`src/rtl/chan_run_pkg.sv`:
```
package chan_run_pkg;
  typedef enum logic [1:0] {
    ST_OFF  = 2'd0,
    ST_RUN  = 2'd1,
    ST_HOLD = 2'd2
  } run_state_e;

  localparam logic [1:0] STATUS_FAULT = 2'd3;
  localparam int unsigned HALT_CODE = 1;
  localparam int unsigned STOP_CODE = 2;
endpackage

```
`src/rtl/chan_ctl_bits.sv`:
```
module chan_ctl_bits (
  input  logic clk,
  input  logic rst,
  input  logic wr_i,
  input  logic en_i,
  input  logic cont_i,
  input  logic from_start_i,
  input  logic mem_ptr_i,
  input  logic clr_en_i,
  input  logic clr_cont_i,
  input  logic set_err_i,
  input  logic clr_err_i,
  output logic en_q_o,
  output logic cont_q_o,
  output logic err_q_o,
  output logic en_eff_o,
  output logic cont_eff_o,
  output logic from_start_eff_o,
  output logic mem_ptr_eff_o
);
  logic en_q, cont_q, fs_q, mem_q, err_q;

  // Values seen by the state machine: a write takes effect in its own cycle
  assign en_eff_o         = wr_i ? en_i         : en_q;
  assign cont_eff_o       = wr_i ? cont_i       : cont_q;
  assign from_start_eff_o = wr_i ? from_start_i : fs_q;
  assign mem_ptr_eff_o    = wr_i ? mem_ptr_i    : mem_q;

  always_ff @(posedge clk) begin
    if (rst) begin
      en_q   <= 1'b0;
      cont_q <= 1'b0;
      fs_q   <= 1'b0;
      mem_q  <= 1'b0;
      err_q  <= 1'b0;
    end else begin
      if (wr_i) begin
        en_q   <= en_i;
        cont_q <= cont_i;
        fs_q   <= from_start_i;
        mem_q  <= mem_ptr_i;
      end
      if (clr_en_i)   en_q   <= 1'b0;
      if (clr_cont_i) cont_q <= 1'b0;
      if (set_err_i)      err_q <= 1'b1;
      else if (clr_err_i) err_q <= 1'b0;
    end
  end

  assign en_q_o   = en_q;
  assign cont_q_o = cont_q;
  assign err_q_o  = err_q;
endmodule

```
`src/rtl/chan_run_fsm.sv`:
```
module chan_run_fsm #(
  parameter int CMD_W = 2
) (
  input  logic                      clk,
  input  logic                      rst,
  input  logic                      wr_i,
  input  logic                      en_i,
  input  logic                      cont_i,
  input  logic                      from_start_i,
  input  logic                      mem_ptr_i,
  input  logic                      err_q_i,
  input  logic                      fetch_err_i,
  input  logic                      cplt_i,
  input  logic [CMD_W-1:0]          cmd_i,
  output chan_run_pkg::run_state_e  state_o,
  output logic                      clr_en_o,
  output logic                      clr_cont_o,
  output logic                      set_err_o,
  output logic                      clr_err_o,
  output logic                      load_o,
  output logic                      adv_o,
  output logic                      run_o,
  output logic                      pause_o,
  output logic                      done_o
);
  import chan_run_pkg::*;

  localparam logic [CMD_W-1:0] CMD_HALT = CMD_W'(HALT_CODE);
  localparam logic [CMD_W-1:0] CMD_STOP = CMD_W'(STOP_CODE);

  run_state_e state_q, state_n;
  logic busy_q, busy_n;
  logic load_n, adv_n, run_n, pause_n, done_n;

  always_comb begin
    state_n    = state_q;
    busy_n     = busy_q;
    load_n     = 1'b0;
    adv_n      = 1'b0;
    run_n      = 1'b0;
    pause_n    = 1'b0;
    done_n     = 1'b0;
    clr_en_o   = 1'b0;
    clr_cont_o = 1'b0;
    set_err_o  = 1'b0;
    clr_err_o  = 1'b0;
    if (fetch_err_i) begin
      set_err_o = 1'b1;
      state_n   = ST_OFF;
      busy_n    = 1'b0;
    end else if (state_q == ST_RUN) begin
      if (busy_q && cplt_i) begin
        done_n = 1'b1;
        busy_n = 1'b0;
        if (!mem_ptr_i || cmd_i == CMD_STOP) begin
          clr_en_o = 1'b1;
          state_n  = ST_OFF;
        end else if (cmd_i == CMD_HALT) begin
          state_n = ST_HOLD;
          pause_n = 1'b1;
        end else begin
          adv_n  = 1'b1;
          run_n  = 1'b1;
          busy_n = 1'b1;
        end
      end
    end else if (wr_i) begin
      if (en_i) begin
        if (state_q == ST_OFF) begin
          clr_err_o = 1'b1;
          load_n    = 1'b1;
          run_n     = 1'b1;
          busy_n    = 1'b1;
          state_n   = ST_RUN;
        end else if (cont_i) begin
          clr_cont_o = 1'b1;
          load_n     = from_start_i;
          adv_n      = !from_start_i;
          run_n      = 1'b1;
          busy_n     = 1'b1;
          state_n    = ST_RUN;
        end
      end else if (state_q == ST_HOLD && cont_i) begin
        state_n = ST_OFF;
      end
    end
  end

  always_ff @(posedge clk) begin
    if (rst) begin
      state_q <= ST_OFF;
      busy_q  <= 1'b0;
      load_o  <= 1'b0;
      adv_o   <= 1'b0;
      run_o   <= 1'b0;
      pause_o <= 1'b0;
      done_o  <= 1'b0;
    end else begin
      state_q <= state_n;
      busy_q  <= busy_n;
      load_o  <= load_n;
      adv_o   <= adv_n;
      run_o   <= run_n;
      pause_o <= pause_n;
      done_o  <= done_n;
    end
  end

  assign state_o = state_q;

  assert_run_only_enabled_R2: assert property (@(posedge clk) disable iff (rst)
    run_o |-> state_q == ST_RUN);
  assert_pause_in_hold_R7: assert property (@(posedge clk) disable iff (rst)
    pause_o |-> state_q == ST_HOLD);
  assert_error_means_off_R10: assert property (@(posedge clk) disable iff (rst)
    err_q_i |-> state_q == ST_OFF);
  assert_load_adv_exclusive_R3: assert property (@(posedge clk) disable iff (rst)
    !(load_o && adv_o));
  assert_stop_goes_off_R6: assert property (@(posedge clk) disable iff (rst)
    (state_q == ST_RUN && busy_q && cplt_i && !fetch_err_i && cmd_i == CMD_STOP)
      |=> (state_q == ST_OFF && done_o));
  assert_halt_goes_hold_R7: assert property (@(posedge clk) disable iff (rst)
    (state_q == ST_RUN && busy_q && cplt_i && !fetch_err_i && mem_ptr_i && cmd_i == CMD_HALT)
      |=> (state_q == ST_HOLD && pause_o));
  assert_done_has_cause_R9: assert property (@(posedge clk) disable iff (rst)
    done_o |-> $past(cplt_i));
endmodule

```
`src/rtl/chan_status_enc.sv`:
```
module chan_status_enc (
  input  chan_run_pkg::run_state_e state_i,
  input  logic                     err_i,
  output logic [1:0]               status_o
);
  import chan_run_pkg::*;
  assign status_o = err_i ? STATUS_FAULT : 2'(state_i);
endmodule

```
`src/rtl/chan_run_ctrl.sv`:
```
module chan_run_ctrl #(
  parameter int CMD_W = 2
) (
  input  logic             clk,
  input  logic             rst,
  input  logic             ctl_wr_i,
  input  logic             ctl_en_i,
  input  logic             ctl_cont_i,
  input  logic             ctl_from_start_i,
  input  logic             ctl_mem_ptr_i,
  input  logic             fetch_err_i,
  input  logic             desc_cplt_i,
  input  logic [CMD_W-1:0] desc_cmd_i,
  output logic [1:0]       status_o,
  output logic             en_o,
  output logic             cont_o,
  output logic             load_start_o,
  output logic             next_desc_o,
  output logic             run_o,
  output logic             pause_evt_o,
  output logic             done_evt_o
);
  import chan_run_pkg::*;

  logic en_eff, cont_eff, fs_eff, mem_eff, err_q;
  logic clr_en, clr_cont, set_err, clr_err;
  run_state_e state;

  chan_ctl_bits u_bits (
    .clk(clk), .rst(rst),
    .wr_i(ctl_wr_i), .en_i(ctl_en_i), .cont_i(ctl_cont_i),
    .from_start_i(ctl_from_start_i), .mem_ptr_i(ctl_mem_ptr_i),
    .clr_en_i(clr_en), .clr_cont_i(clr_cont),
    .set_err_i(set_err), .clr_err_i(clr_err),
    .en_q_o(en_o), .cont_q_o(cont_o), .err_q_o(err_q),
    .en_eff_o(en_eff), .cont_eff_o(cont_eff),
    .from_start_eff_o(fs_eff), .mem_ptr_eff_o(mem_eff)
  );

  chan_run_fsm #(.CMD_W(CMD_W)) u_fsm (
    .clk(clk), .rst(rst),
    .wr_i(ctl_wr_i), .en_i(en_eff), .cont_i(cont_eff),
    .from_start_i(fs_eff), .mem_ptr_i(mem_eff), .err_q_i(err_q),
    .fetch_err_i(fetch_err_i), .cplt_i(desc_cplt_i), .cmd_i(desc_cmd_i),
    .state_o(state),
    .clr_en_o(clr_en), .clr_cont_o(clr_cont),
    .set_err_o(set_err), .clr_err_o(clr_err),
    .load_o(load_start_o), .adv_o(next_desc_o), .run_o(run_o),
    .pause_o(pause_evt_o), .done_o(done_evt_o)
  );

  chan_status_enc u_enc (
    .state_i(state), .err_i(err_q), .status_o(status_o)
  );
endmodule

```
`config.mk`:
```
export PLATFORM = sky130hd
export DESIGN_NAME = chan_run_ctrl
export DESIGN_NICKNAME = d
export VERILOG_FILES = /design/src/rtl/chan_run_pkg.sv /design/src/rtl/chan_ctl_bits.sv /design/src/rtl/chan_run_fsm.sv /design/src/rtl/chan_status_enc.sv /design/src/rtl/chan_run_ctrl.sv
export SDC_FILE = /design/constraint.sdc
export NUM_CORES = 1
export LEC_CHECK = 0
export BUFFER_PORTS_ARGS = -buffer_cell sky130_fd_sc_hd__buf_2
export CAP_MARGIN = 0
export CORE_AREA = 2 2 39 41
export DETAILED_ROUTE_END_ITERATION = 6
export DIE_AREA = 0 0 41 43
export GPL_TIMING_DRIVEN = 0
export PLACE_DENSITY = 0.74
export SLEW_MARGIN = 15
export SYNTH_ARGS = -nofsm -noshare
export SYNTH_HDL_FRONTEND = slang
export SYNTH_SLANG_ARGS = --single-unit
```
`constraint.sdc`:
```
create_clock -name clk -period 2.5 [get_ports clk]
set_input_delay 0.5 -clock clk [delete_from_list [all_inputs] [get_ports clk]]
set_output_delay 0.5 -clock clk [all_outputs]
set_load 0.02 [all_outputs]
```
### After elaboration in Yosys (flattened, before gate mapping)

Index checks and enable logic that the tools add are counted.

| storage, ports and cells | value |
|---|---|
| flip-flop bits (word level) | 13 |
| logic and storage cells | 96 |
| output and inout port bits | 9 |

| cells by class | value |
|---|---|
| equality and inequality tests | 7 |
| bitwise operators | 4 |
| muxes and demuxes | 54 |
| reduce and logical (&&, ||, !) cells | 19 |

Operator list:

| kind | number |
|---|---|
| 1-bit 2-to-1 mux | 44 |
| 2-bit 2-to-1 mux | 10 |
| 5-bit OR reduction | 2 |
| 2-bit nonzero test | 3 |
| 3-bit nonzero test | 2 |
| 2-bit OR reduction | 3 |
| 5-bit AND reduction | 1 |
| 2-bit by 1-bit == test with 1-bit output, second input constant | 2 |
| 2-bit == test, second input constant | 2 |
| 4-bit by 1-bit != test with 1-bit output, second input constant | 1 |
| 1-bit NOT | 4 |
| 4-bit AND reduction | 1 |
| 3-bit != test, second input constant | 1 |
| 3-bit OR reduction | 1 |
| 1-bit logical AND | 2 |
| 1-bit zero test | 2 |
| 2-bit zero test | 1 |
| 2-bit != test, second input constant | 1 |
| 1-bit logical OR | 1 |

### Longest topological paths before layout

Gate-level depths: netlist of run 1.

| depth | value |
|---|---|
| word-level depth | 8 |
| gate-level depth with buffers | 5 |

### Modules after synthesis

Synthesis of run 1 repeated with hierarchy kept, for this count alone.

| second synthesis, totals | value |
|---|---|
| cells, all modules | 64 |
| area, all modules | 623.1 um2 |

Modules (own cells, without submodules):

| module | cells an instance | instances | area each (um2) | sequential area each (um2) |
|---|---|---|---|---|
| chan_run_fsm | 46 | 1 | 412.9 | 160.2 |
| chan_ctl_bits | 16 | 1 | 197.7 | 100.1 |
| chan_status_enc | 2 | 1 | 12.5 | 0.0 |

### Worst setup path before layout of run 1

No wires, ideal clock.

| timing | value |
|---|---|
| path type | input -> register |
| start | input port ctl_wr_i |
| end | register u_fsm.state_q[0] (netlist: u_fsm.state_o[0]) |
| required time | 2.385 ns |
| arrival | 1.391 ns |
| cell stages on the path | 5 |
| setup slack | 0.995 ns |
| library setup time | 0.115 ns |
| buffers on the path | 1 |
| path through | buf_6 -> mux2_4 -> a311oi_4 -> a21oi_1 -> o21a_1 |

| between the ends | value |
|---|---|
| longest elaborated chain between the ends | 6 |

Ends and longest elaborated chain:

| item | line | source |
|---|---|---|
| start, declared | chan_run_ctrl.sv:6 | `input logic ctl_wr_i,` |
| 1-bit 2-to-1 mux | chan_ctl_bits.sv:27 | `assign mem_ptr_eff_o = wr_i ? mem_ptr_i : mem_q;` |
| 1-bit zero test | chan_run_fsm.sv:55 | `if (!mem_ptr_i \|\| cmd_i == CMD_STOP) begin` |
| 1-bit logical OR | chan_run_fsm.sv:55 |  |
| 2-bit 2-to-1 mux | chan_run_fsm.sv:55 |  |
| 2-bit 2-to-1 mux | chan_run_fsm.sv:52 | `if (busy_q && cplt_i) begin` |
| 2-bit 2-to-1 mux | chan_run_fsm.sv:51 | `end else if (state_q == ST_RUN) begin` |
| end signal, assigned | chan_run_fsm.sv:99 | `state_q <= state_n;` |
| end, declared | chan_run_fsm.sv:31 | `run_state_e state_q, state_n;` |

Parallel ways exist; a longest one is shown, timed or not. The select of a mux whose other input is x is not followed.
A chain may end at the register's enable or synchronous reset.

### Worst setup path after layout of run 1

| timing | value |
|---|---|
| start | register u_fsm.state_q[1] (netlist: u_fsm.state_o[1]) |
| end | output port status_o[1] |

| between the ends | value |
|---|---|
| longest elaborated chain between the ends | 1 |

Ends and longest elaborated chain:

| item | line | source |
|---|---|---|
| 2-bit 2-to-1 mux | chan_status_enc.sv:7 | `assign status_o = err_i ? STATUS_FAULT : 2'(state_i);` |
| end, declared | chan_run_ctrl.sv:14 | `output logic [1:0] status_o,` |

Every way passes these cells.

==> results of run 1 <==
-- metal layers --
| metal | GRT usage (%) | part of all wire (%) |
|---|---|---|
| met1 | 24.17 | 46 |
| met2 | 23.13 | 45 |
| met3 | 3.141 | 5.3 |
| met4 | 12.00 | 3.9 |
| met5 | 0 | 0 |
-- cell families after synthesis --
family	count (synthesis)
simple gates	30
flops	13
compound gates	12
mux	6
buf+inv	4
-- cell usage after synthesis, drive strengths merged --
master and number:
dfxtp 13, nor2 8, a21oi 5, mux2i 5, nor3 5, nand2 4, or2 4, nand4 3
buf 2, inv 2, o21a 2, o21ai 2, a211oi 1, a222oi 1, a311oi 1, and2 1
mux2 1, nand2b 1, nand3 1, nor4 1, or2b 1, or3 1
-- worst max path at each step --
stage                            end             start  depth (start not counted)
floorplan           u_fsm.state_o[0]          ctl_wr_i                          5
global placement    u_fsm.state_o[0]     desc_cmd_i[1]                          5
detailed placement      u_fsm.busy_q     desc_cmd_i[1]                          5
CTS                      status_o[1]  u_fsm.state_o[1]                          3
global route             status_o[1]  u_fsm.state_o[1]                          3
finish                   status_o[1]  u_fsm.state_o[1]                          3
-- flip-flops by register name (all words and copies together), names as in the netlist --
| register | count |
|---|---|
| u_fsm.busy_q | 1 |
| u_fsm.adv_o | 1 |
| u_fsm.run_o | 1 |
| u_bits.fs_q | 1 |
| u_bits.mem_q | 1 |
| u_fsm.state_o | 2 |
| u_fsm.pause_o | 1 |
| u_bits.cont_q_o | 1 |
| u_fsm.load_o | 1 |
| u_bits.err_q_o | 1 |
| u_bits.en_q_o | 1 |
| u_fsm.done_o | 1 |
-- stage by stage --
step | std cells | power [mW] | area, um2
after floorplan | 65 | 0.2610 | 601.8
after global placement | 99 | 0.2804 | 711.9
after detailed placement | 99 | 0.2814 | 711.9
after CTS | 103 | 0.4057 | 738.2
after global routing | 103 | 0.4303 | 738.2
final | 103 | 0.4047 | 738.2
-- critical path, stage by stage (launching register included) --
cell and delay (ps):
dfxtp_1 320, buf_6 140, or2_2 280, buf_2 160
-- report_power, final --
group          switching [mW]  internal [mW]  total (mW)
sequential            0.00345          0.214       0.217
clock                  0.0664         0.0619       0.128
combinational          0.0333         0.0257      0.0590
total                   0.103          0.302       0.405
-- final cells by class --
type	count	area [um2]	area share (%)
multi-input combinational	48	311.5	42.20
buffer	2	22.52	3.051
sequential	13	260.3	35.25
clock buffer	4	26.28	3.559
tap	16	20.02	2.712
inverter	2	7.507	1.017
timing repair buffer	18	90.09	12.20
==> results.cfg, run 1 <==
[sta]
rsz0062_at_grt = false
slew_headroom_pct = 79.15
hold_viol_final = 0
finClkSkew_ps = 3.338
fmax_mhz = 595.4
holdWs_ps = 486.9
min_period_over_period_pct = 67.18
drv_slew = 0
tightest_slew_ps = 310.4
setup_tns_ps = 0
setup_viol = 0
layout_setup_ws_ps = 820.4
min_period_ps = 1680

[synth]
synthAdderAreaFrac_pct = 0
synth_top_area_share_pct = 43.24
synth_xor_area_share_pct = 0
synth_compound_area_share_pct = 15.59
synth_cell_types = 22
syn_area_per_cell_um2 = 9.259
synth-seq-cells = 13
yosysTopAreaCell = dfxtp_1
syn-num-nets = 76
synthSimpleGateAreaFrac_pct = 25.36
synth_top_family_by_area = simple AND/OR/NAND/NOR gates
netlist_instances = 65
synthMuxAreaShare_pct = 10.81
yosysWarnings = 0
synth.cell_area_um2 = 601.8
ys_seq_area_share_pct = 43.24
ys_top_cells_by_area = dfxtp_1, mux2i_1, nor2_1

[setup_path]
rrSetupSlack_ps = 1100
endpoint_kind = primary output
crit_arrival_ps = 1180
reg2reg_from = u_fsm.state_o[1]
r2r_cells = 5
rr_endpoint = u_fsm.state_o[1]
cp_max_fo = 10
worstSetupStartpointType = flop
cp.required_ps = 2000
path_class = reg -> out

[clocking]
cts_inserted_buffers = 3
clock-root-buffer = clkbuf_4
htree_levels = 1
cts_tree = done
cts_buffer_depth = 2
path_clk_slew_ps = 80
insertion_delay_ps = 280
cts.sinks = 13
ctsResizeCount = 0
cts_setup_buffers = 0
cts_hold_buf = 0

[layout]
final_common_cell = buf_2
n_antenna_cell = 0
drive_above_1_share_pct = 34.48
final_cell_mix = buf_2, dfxtp_1, nor2_1
nFillCells = 135
synthToLayoutAreaGrowth_pct = 22.66
nets = 99
final_core_util_pct = 53.35

[run_status]
status = finished, final reports clean

[detailed_routing]
first_pass_iters = 4
drc_errors = 0
vias_per_cell = 5.447
wl_per_cell_um = 11.62
drt_iter0_drc = 15
wl_mm = 1.197
postRouteAntennaNets = 0
vias = 561

[hold_path]
hp-start = rst
worstHoldEndpoint = u_bits.mem_q
whs_path_depth = 2
hold_path.class = in -> reg

[global_routing]
grt_max_degree = 11
overflow = 0
grt_pass1_wl_mm = 2.014
grt_pass1_vias = 472
antenna_found_initial = 0
grtUsageTotal_pct = 17.33

[die]
start_util_pct = 43.49
pin_count = 20
die_w_um = 41
die_h_um = 43
core_mm2 = 0.001384
rows = 14
dieArea_mm2 = 0.001763

[pwr]
leakage_nw = 0.3247
peakVddDrop_uv = 225.7
powerDensity_mw_per_mm2 = 548.3

[place]
hpwl_um = 911.6
place_congestion = 0.8700
io_buffers = 18
dp_slack_ps = 876.9

[job]
maxCapViolations = 0
(Power assumes the default switching activity.)
==> run 2: changes to the inputs <==
--- a/config.mk
+++ b/config.mk
@@ -5,13 +5,14 @@
 export SDC_FILE = /design/constraint.sdc
 export NUM_CORES = 1
 export LEC_CHECK = 0
+export ABC_AREA = 1
 export BUFFER_PORTS_ARGS = -buffer_cell sky130_fd_sc_hd__buf_2
 export CAP_MARGIN = 0
-export CORE_AREA = 2 2 39 41
+export CORE_MARGIN = 2
+export CORE_UTILIZATION = 43
 export DETAILED_ROUTE_END_ITERATION = 6
-export DIE_AREA = 0 0 41 43
 export GPL_TIMING_DRIVEN = 0
-export PLACE_DENSITY = 0.74
+export PLACE_DENSITY = 0.72
 export SLEW_MARGIN = 15
 export SYNTH_ARGS = -nofsm -noshare
 export SYNTH_HDL_FRONTEND = slang
==> constraint.sdc (replaced) <==
create_clock -name clk -period 1.42 [get_ports clk]
set_input_delay 0.284 -clock clk [delete_from_list [all_inputs] [get_ports clk]]
set_output_delay 0.284 -clock clk [all_outputs]
set_load 0.02 [all_outputs]
==> results.cfg, run 2 <==
[hold_path]
whs_path_depth = 2
hp-start = rst
hold_path.class = in -> reg
worstHoldEndpoint = u_bits.err_q_o

[die]
core_mm2 = 0.001471
dieArea_mm2 = 0.001863
pin_count = 20
rows = 14
start_util_pct = 44.81
die_w_um = 43.16
die_h_um = 43.16

[setup_path]
rrSetupSlack_ps = 220
cp.required_ps = 1140
path_class = reg -> out
crit_arrival_ps = 980
worstSetupStartpointType = flop
rr_endpoint = u_fsm.state_o[1]
cp_max_fo = 8
r2r_cells = 9
reg2reg_from = u_fsm.state_o[1]
endpoint_kind = primary output

[synth]
syn-num-nets = 102
synthTopCellsByCount = nand2_1, dfxtp_1, inv_1, nor2_1
synth.most_common_cell = nand2_1
ys_top_cells_by_area = dfxtp_1, nand2_1, inv_1
yosysTopAreaCell = dfxtp_1
ys_seq_area_share_pct = 39.47
synth_edf_count = 0
synth_top_area_share_pct = 39.47
synth-seq-cells = 13
async_flop_share_pct = 0
yosysWarnings = 0
synth.cell_area_um2 = 659.4
synth_cell_types = 20
ys.flop_type = dfxtp_1
netlist_instances = 91
syn_area_per_cell_um2 = 7.246

[sta]
fmax_mhz = 790.2
hold_viol_final = 0
drv_slew = 0
setup_tns_ps = 0
setup_viol = 0
layout_setup_ws_ps = 154.5
tightest_slew_ps = 266.7
min_period_ps = 1265
rsz0062_at_grt = false
slew_headroom_pct = 81.71
finClkSkew_ps = 1.991
min_period_over_period_pct = 89.12

[global_routing]
grt_max_degree = 9
grt_pass1_wl_mm = 1.994
overflow = 0
grt_pass1_vias = 507
antenna_found_initial = 0
grtUsageTotal_pct = 15.00

[clocking]
path_clk_slew_ps = 70
cts_setup_buffers = 0
cts_hold_buf = 0
cts.sinks = 13
clock-root-buffer = clkbuf_4
htree_levels = 1
cts_tree = done
ctsResizeCount = 0
insertion_delay_ps = 280
cts_buffer_depth = 2
cts_inserted_buffers = 3

[layout]
nets = 126
largest_register_ffs = 2
final_common_cell = nand2_1
nFillCells = 167
drive_above_1_share_pct = 35.09
synthToLayoutAreaGrowth_pct = 21.44
final_cell_mix = nand2_1, buf_2, dfxtp_1, inv_1, nor2_1
n_antenna_cell = 0

[place]
hpwl_mm = 1.000
io_buffers = 19
place_congestion = 0.8325
dp_slack_ps = 189.7

[detailed_routing]
first_pass_iters = 2
vias_per_cell = 4.777
wl_mm = 1.294
drt_iter0_drc = 17
wl_per_cell_um = 9.954
postRouteAntennaNets = 0
drc_errors = 0
vias = 621

[pwr]
leakage_nw = 0.4023
powerDensity_mw_per_mm2 = 949.0
peakVddDrop_uv = 517.5

[job]
maxCapViolations = 0

[run_status]
status = finished, final reports clean
-- run 2: cell types whose count changed after synthesis, moves of 2 or more --
cell      delta
nand2_2      +6
a311oi_1     +2
nor3_1       -5
nand3_1      +5
nand2_1     +16
inv_2        +3
o21ai_0      -2
inv_1        +9
mux2i_1      -4
nor2_2       +3
nor2_4       +3
o21a_1       -2
or2_2        -4
-- run 2: area by class of cell --
class                   instances  area (um2)  area share, %
plain buffers                   1       11.26          1.406
repair buffers                 19       95.09          11.88
well taps                      16       20.02          2.500
clock buffers                   4       26.28          3.281
inverters                      15       58.81          7.344
multi-input cells              62       329.1          41.09
flip-flops and latches         13       260.3          32.50
-- run 2: how the worst max path moves through the flow --
stage                     start                to  slack (ps)  depth (start not counted)
5_1_grt        u_fsm.state_o[0]       status_o[0]         100                          3
3_3_place_gp           ctl_wr_i  u_fsm.state_o[1]         220                          9
4_1_cts        u_fsm.state_o[1]       status_o[1]         140                          4
2_1_floorplan  u_fsm.state_o[1]  u_fsm.state_o[0]         310                          9
6_report       u_fsm.state_o[1]       status_o[1]         150                          4
3_5_place_dp           ctl_wr_i  u_fsm.state_o[1]         190                          9
-- run 2: logic make-up after synthesis --
family,after synthesis,share of synthesized area (%)
DFF,13,39.47
and+or+nand+nor,52,40.04
AOI/OAI and AO/OA,9,8.349
buffers and inverters,16,10.63
muxes,1,1.518
-- run 2: layer usage --
layer  part of all wire, %  global-route usage [%]
met5                     0                       0
met4                   3.2                   12.73
met3                   6.0                   2.553
met2                    43                   22.09
met1                    48                   18.59
-- run 2: power by group --
group          total [mW]  switching (mW)  internal, mW
clock network       0.229           0.120         0.109
registers           0.385         0.00662         0.378
logic               0.145          0.0932        0.0523
total               0.760           0.220         0.540
-- run 2: through the flow --
step | cell area (um2) | hold WS [ps] | power, mW | instances | utilization [%]
detailed placement | 774.5 | 464.2 | 0.5387 | 126 | 52.64
global route | 800.8 | 292.3 | 0.7988 | 130 | 54.42
finish | 800.8 | 286.3 | 0.7599 | 130 | 54.42
global placement | 774.5 | 459.8 | 0.5364 | 126 | 52.64
floorplan | 659.4 | 353.1 | 0.4937 | 91 | -
CTS | 800.8 | 276.3 | 0.7676 | 130 | 54.42
-- run 2: worst max-delay path: stages, from the launching register on --
cell and delay (ps):
dfxtp_1 330, buf_6 140, inv_4 40, nand2_1 40, buf_2 160
==> run 3: changes to the inputs <==
--- a/config.mk
+++ b/config.mk
@@ -5,11 +5,10 @@
 export SDC_FILE = /design/constraint.sdc
 export NUM_CORES = 1
 export LEC_CHECK = 0
-export ABC_AREA = 1
 export BUFFER_PORTS_ARGS = -buffer_cell sky130_fd_sc_hd__buf_2
 export CAP_MARGIN = 0
 export CORE_MARGIN = 2
-export CORE_UTILIZATION = 43
+export CORE_UTILIZATION = 42
 export DETAILED_ROUTE_END_ITERATION = 6
 export GPL_TIMING_DRIVEN = 0
 export PLACE_DENSITY = 0.72
==> results.cfg, run 3 (synthesized netlist as in run 1, its figures left out) <==
[place]
place_congestion = 0.8502
dp.cells = 98
io_buffers = 18
dp_slack_ps = -1.198
hpwl_um = 906

[detailed_routing]
wl_per_cell_um = 11.73
vias_per_cell = 5.412
postRouteAntennaNets = 0
wl_mm = 1.196
drt_iter0_drc = 12
drc_errors = 0
vias = 552
first_pass_iters = 4

[pwr]
p_clk_share_pct = 31.9
powerDensity_mw_per_mm2 = 964.4
p_int_mw = 0.5312
report.power.total_mw = 0.7168
peakVddDrop_uv = 603.5
leakage_nw = 0.3263
p_sw_share_pct = 25.89
p_switching_mw = 0.1856
seq_power_share_pct = 53.1
pwr-share-comb_pct = 15.0

[run_status]
status = finished, final reports clean

[sta]
setup_viol = 0
drv_slew = 0
tightest_slew_ps = 320.1
holdWs_ps = 274.7
rsz0062_at_grt = false
min_period_ps = 1373
slew_headroom_pct = 78.66
hold_viol_final = 0
layout_setup_ws_ps = 47.15
fmax_mhz = 728.4
min_period_over_period_pct = 96.68
finClkSkew_ps = 1.525

[clocking]
htree_levels = 1
cts.sinks = 13
cts_inserted_buffers = 3
insertion_delay_ps = 270
clock-root-buffer = clkbuf_4
cts_buffer_depth = 2
cts_tree = done
path_clk_slew_ps = 80
cts_hold_buf = 0

[global_routing]
grt_pass1_vias = 458
overflow = 0
grt_max_degree = 12
grt_pass1_wl_mm = 1.918
grtUsageTotal_pct = 14.40
antenna_found_initial = 0

[hold_path]
hold_path.class = in -> reg
worstHoldEndpoint = u_bits.err_q_o
whs_path_depth = 2
hp-start = rst

[layout]
n_antenna_cell = 0
drive_above_1_share_pct = 35.63
nets = 99
synthToLayoutAreaGrowth_pct = 23.49
nFillCells = 119
final_cell_mix = buf_2, dfxtp_1, nor2_1
final_common_cell = buf_2
final_cells = 102
largest_register_ffs = 2

[setup_path]
crit_arrival_ps = 1090
rrSetupSlack_ps = 100
path_class = reg -> out
endpoint_kind = primary output
r2r_cells = 4
cp_max_fo = 10
rr_endpoint = u_fsm.state_o[1]
reg2reg_from = u_fsm.state_o[1]
cp.required_ps = 1140
worstSetupStartpointType = flop

[die]
core_mm2 = 0.001318
die_h_um = 41.86
rows = 13
die_w_um = 41.86
dieArea_mm2 = 0.001752
pin_count = 20
start_util_pct = 45.68

[job]
maxCapViolations = 0
## run 3: changes by cell type in the layout (fill, tap and decap cells not counted), moves of 3 or more
cell	previous run	this run
nand2_1	20	4
nand2_2	6	0
nor2_2	3	0
nand3_1	6	1
inv_2	3	0
nor3_1	0	5
or2_2	0	4
inv_1	11	2
mux2i_1	1	5
nor2_4	3	0
## run 3: layer usage
metal / wire length (um) / GRT usage, % / part of all wire [%] / vias up
li1: - / - / - / 280
met1: 554 / 17.29 / 46 / 251
met2: 540 / 23.13 / 45 / 17
met3: 72 / 3.913 / 6.0 / 4
met4: 28 / 7.742 / 2.3 / 0
met5: 0 / 0 / 0 / -
## run 3: power by group through the flow
stage	clock network, mW	registers, mW	logic, mW
floorplan	0	0.397	0.0628
CTS	0.227	0.382	0.108
finish	0.229	0.380	0.107
detailed placement	0	0.391	0.105
global route	0.246	0.382	0.117
global placement	0	0.391	0.103
## run 3: timing repair
action                     4_1_cts  5_1_grt
pin swaps                        0        1
resized for setup                3        1
buffers inserted                 0        1
setup endpoints to repair        1        2
## run 3: worst max path at each step
stage	startpoint	end
5_1_grt	u_fsm.state_o[1]	status_o[1]
6_report	u_fsm.state_o[1]	status_o[1]
3_3_place_gp	desc_cmd_i[1]	u_fsm.busy_q
4_1_cts	u_fsm.state_o[1]	status_o[1]
3_5_place_dp	desc_cmd_i[1]	u_fsm.state_o[0]
2_1_floorplan	ctl_wr_i	u_fsm.state_o[0]
## run 3: area by class of cell
class	count	area (um2)	share of cell area, %
clock buffers	4	26.28	3.535
multi-input cells	48	311.5	41.92
repair buffers	19	103.9	13.97
inverters	2	7.507	1.010
plain buffers	1	11.26	1.515
flip-flops and latches	13	264.0	35.52
well taps	15	18.77	2.525
## run 3: worst max-delay path, stage by stage, from the launching register on
cell and delay [ps]:
dfxtp_4 380, or2_2 300, buf_6 130
## run 3: stage by stage
step | cell area, um2 | setup TNS, ps | utilization (%)
2_1_floorplan | 601.8 | 0 | -
3_3_place_gp | 710.7 | 0 | 53.94
3_5_place_dp | 710.7 | -1.630 | 53.94
4_1_cts | 733.2 | 0 | 55.65
5_1_grt | 743.2 | 0 | 56.41
6_report | 743.2 | 0 | 56.41
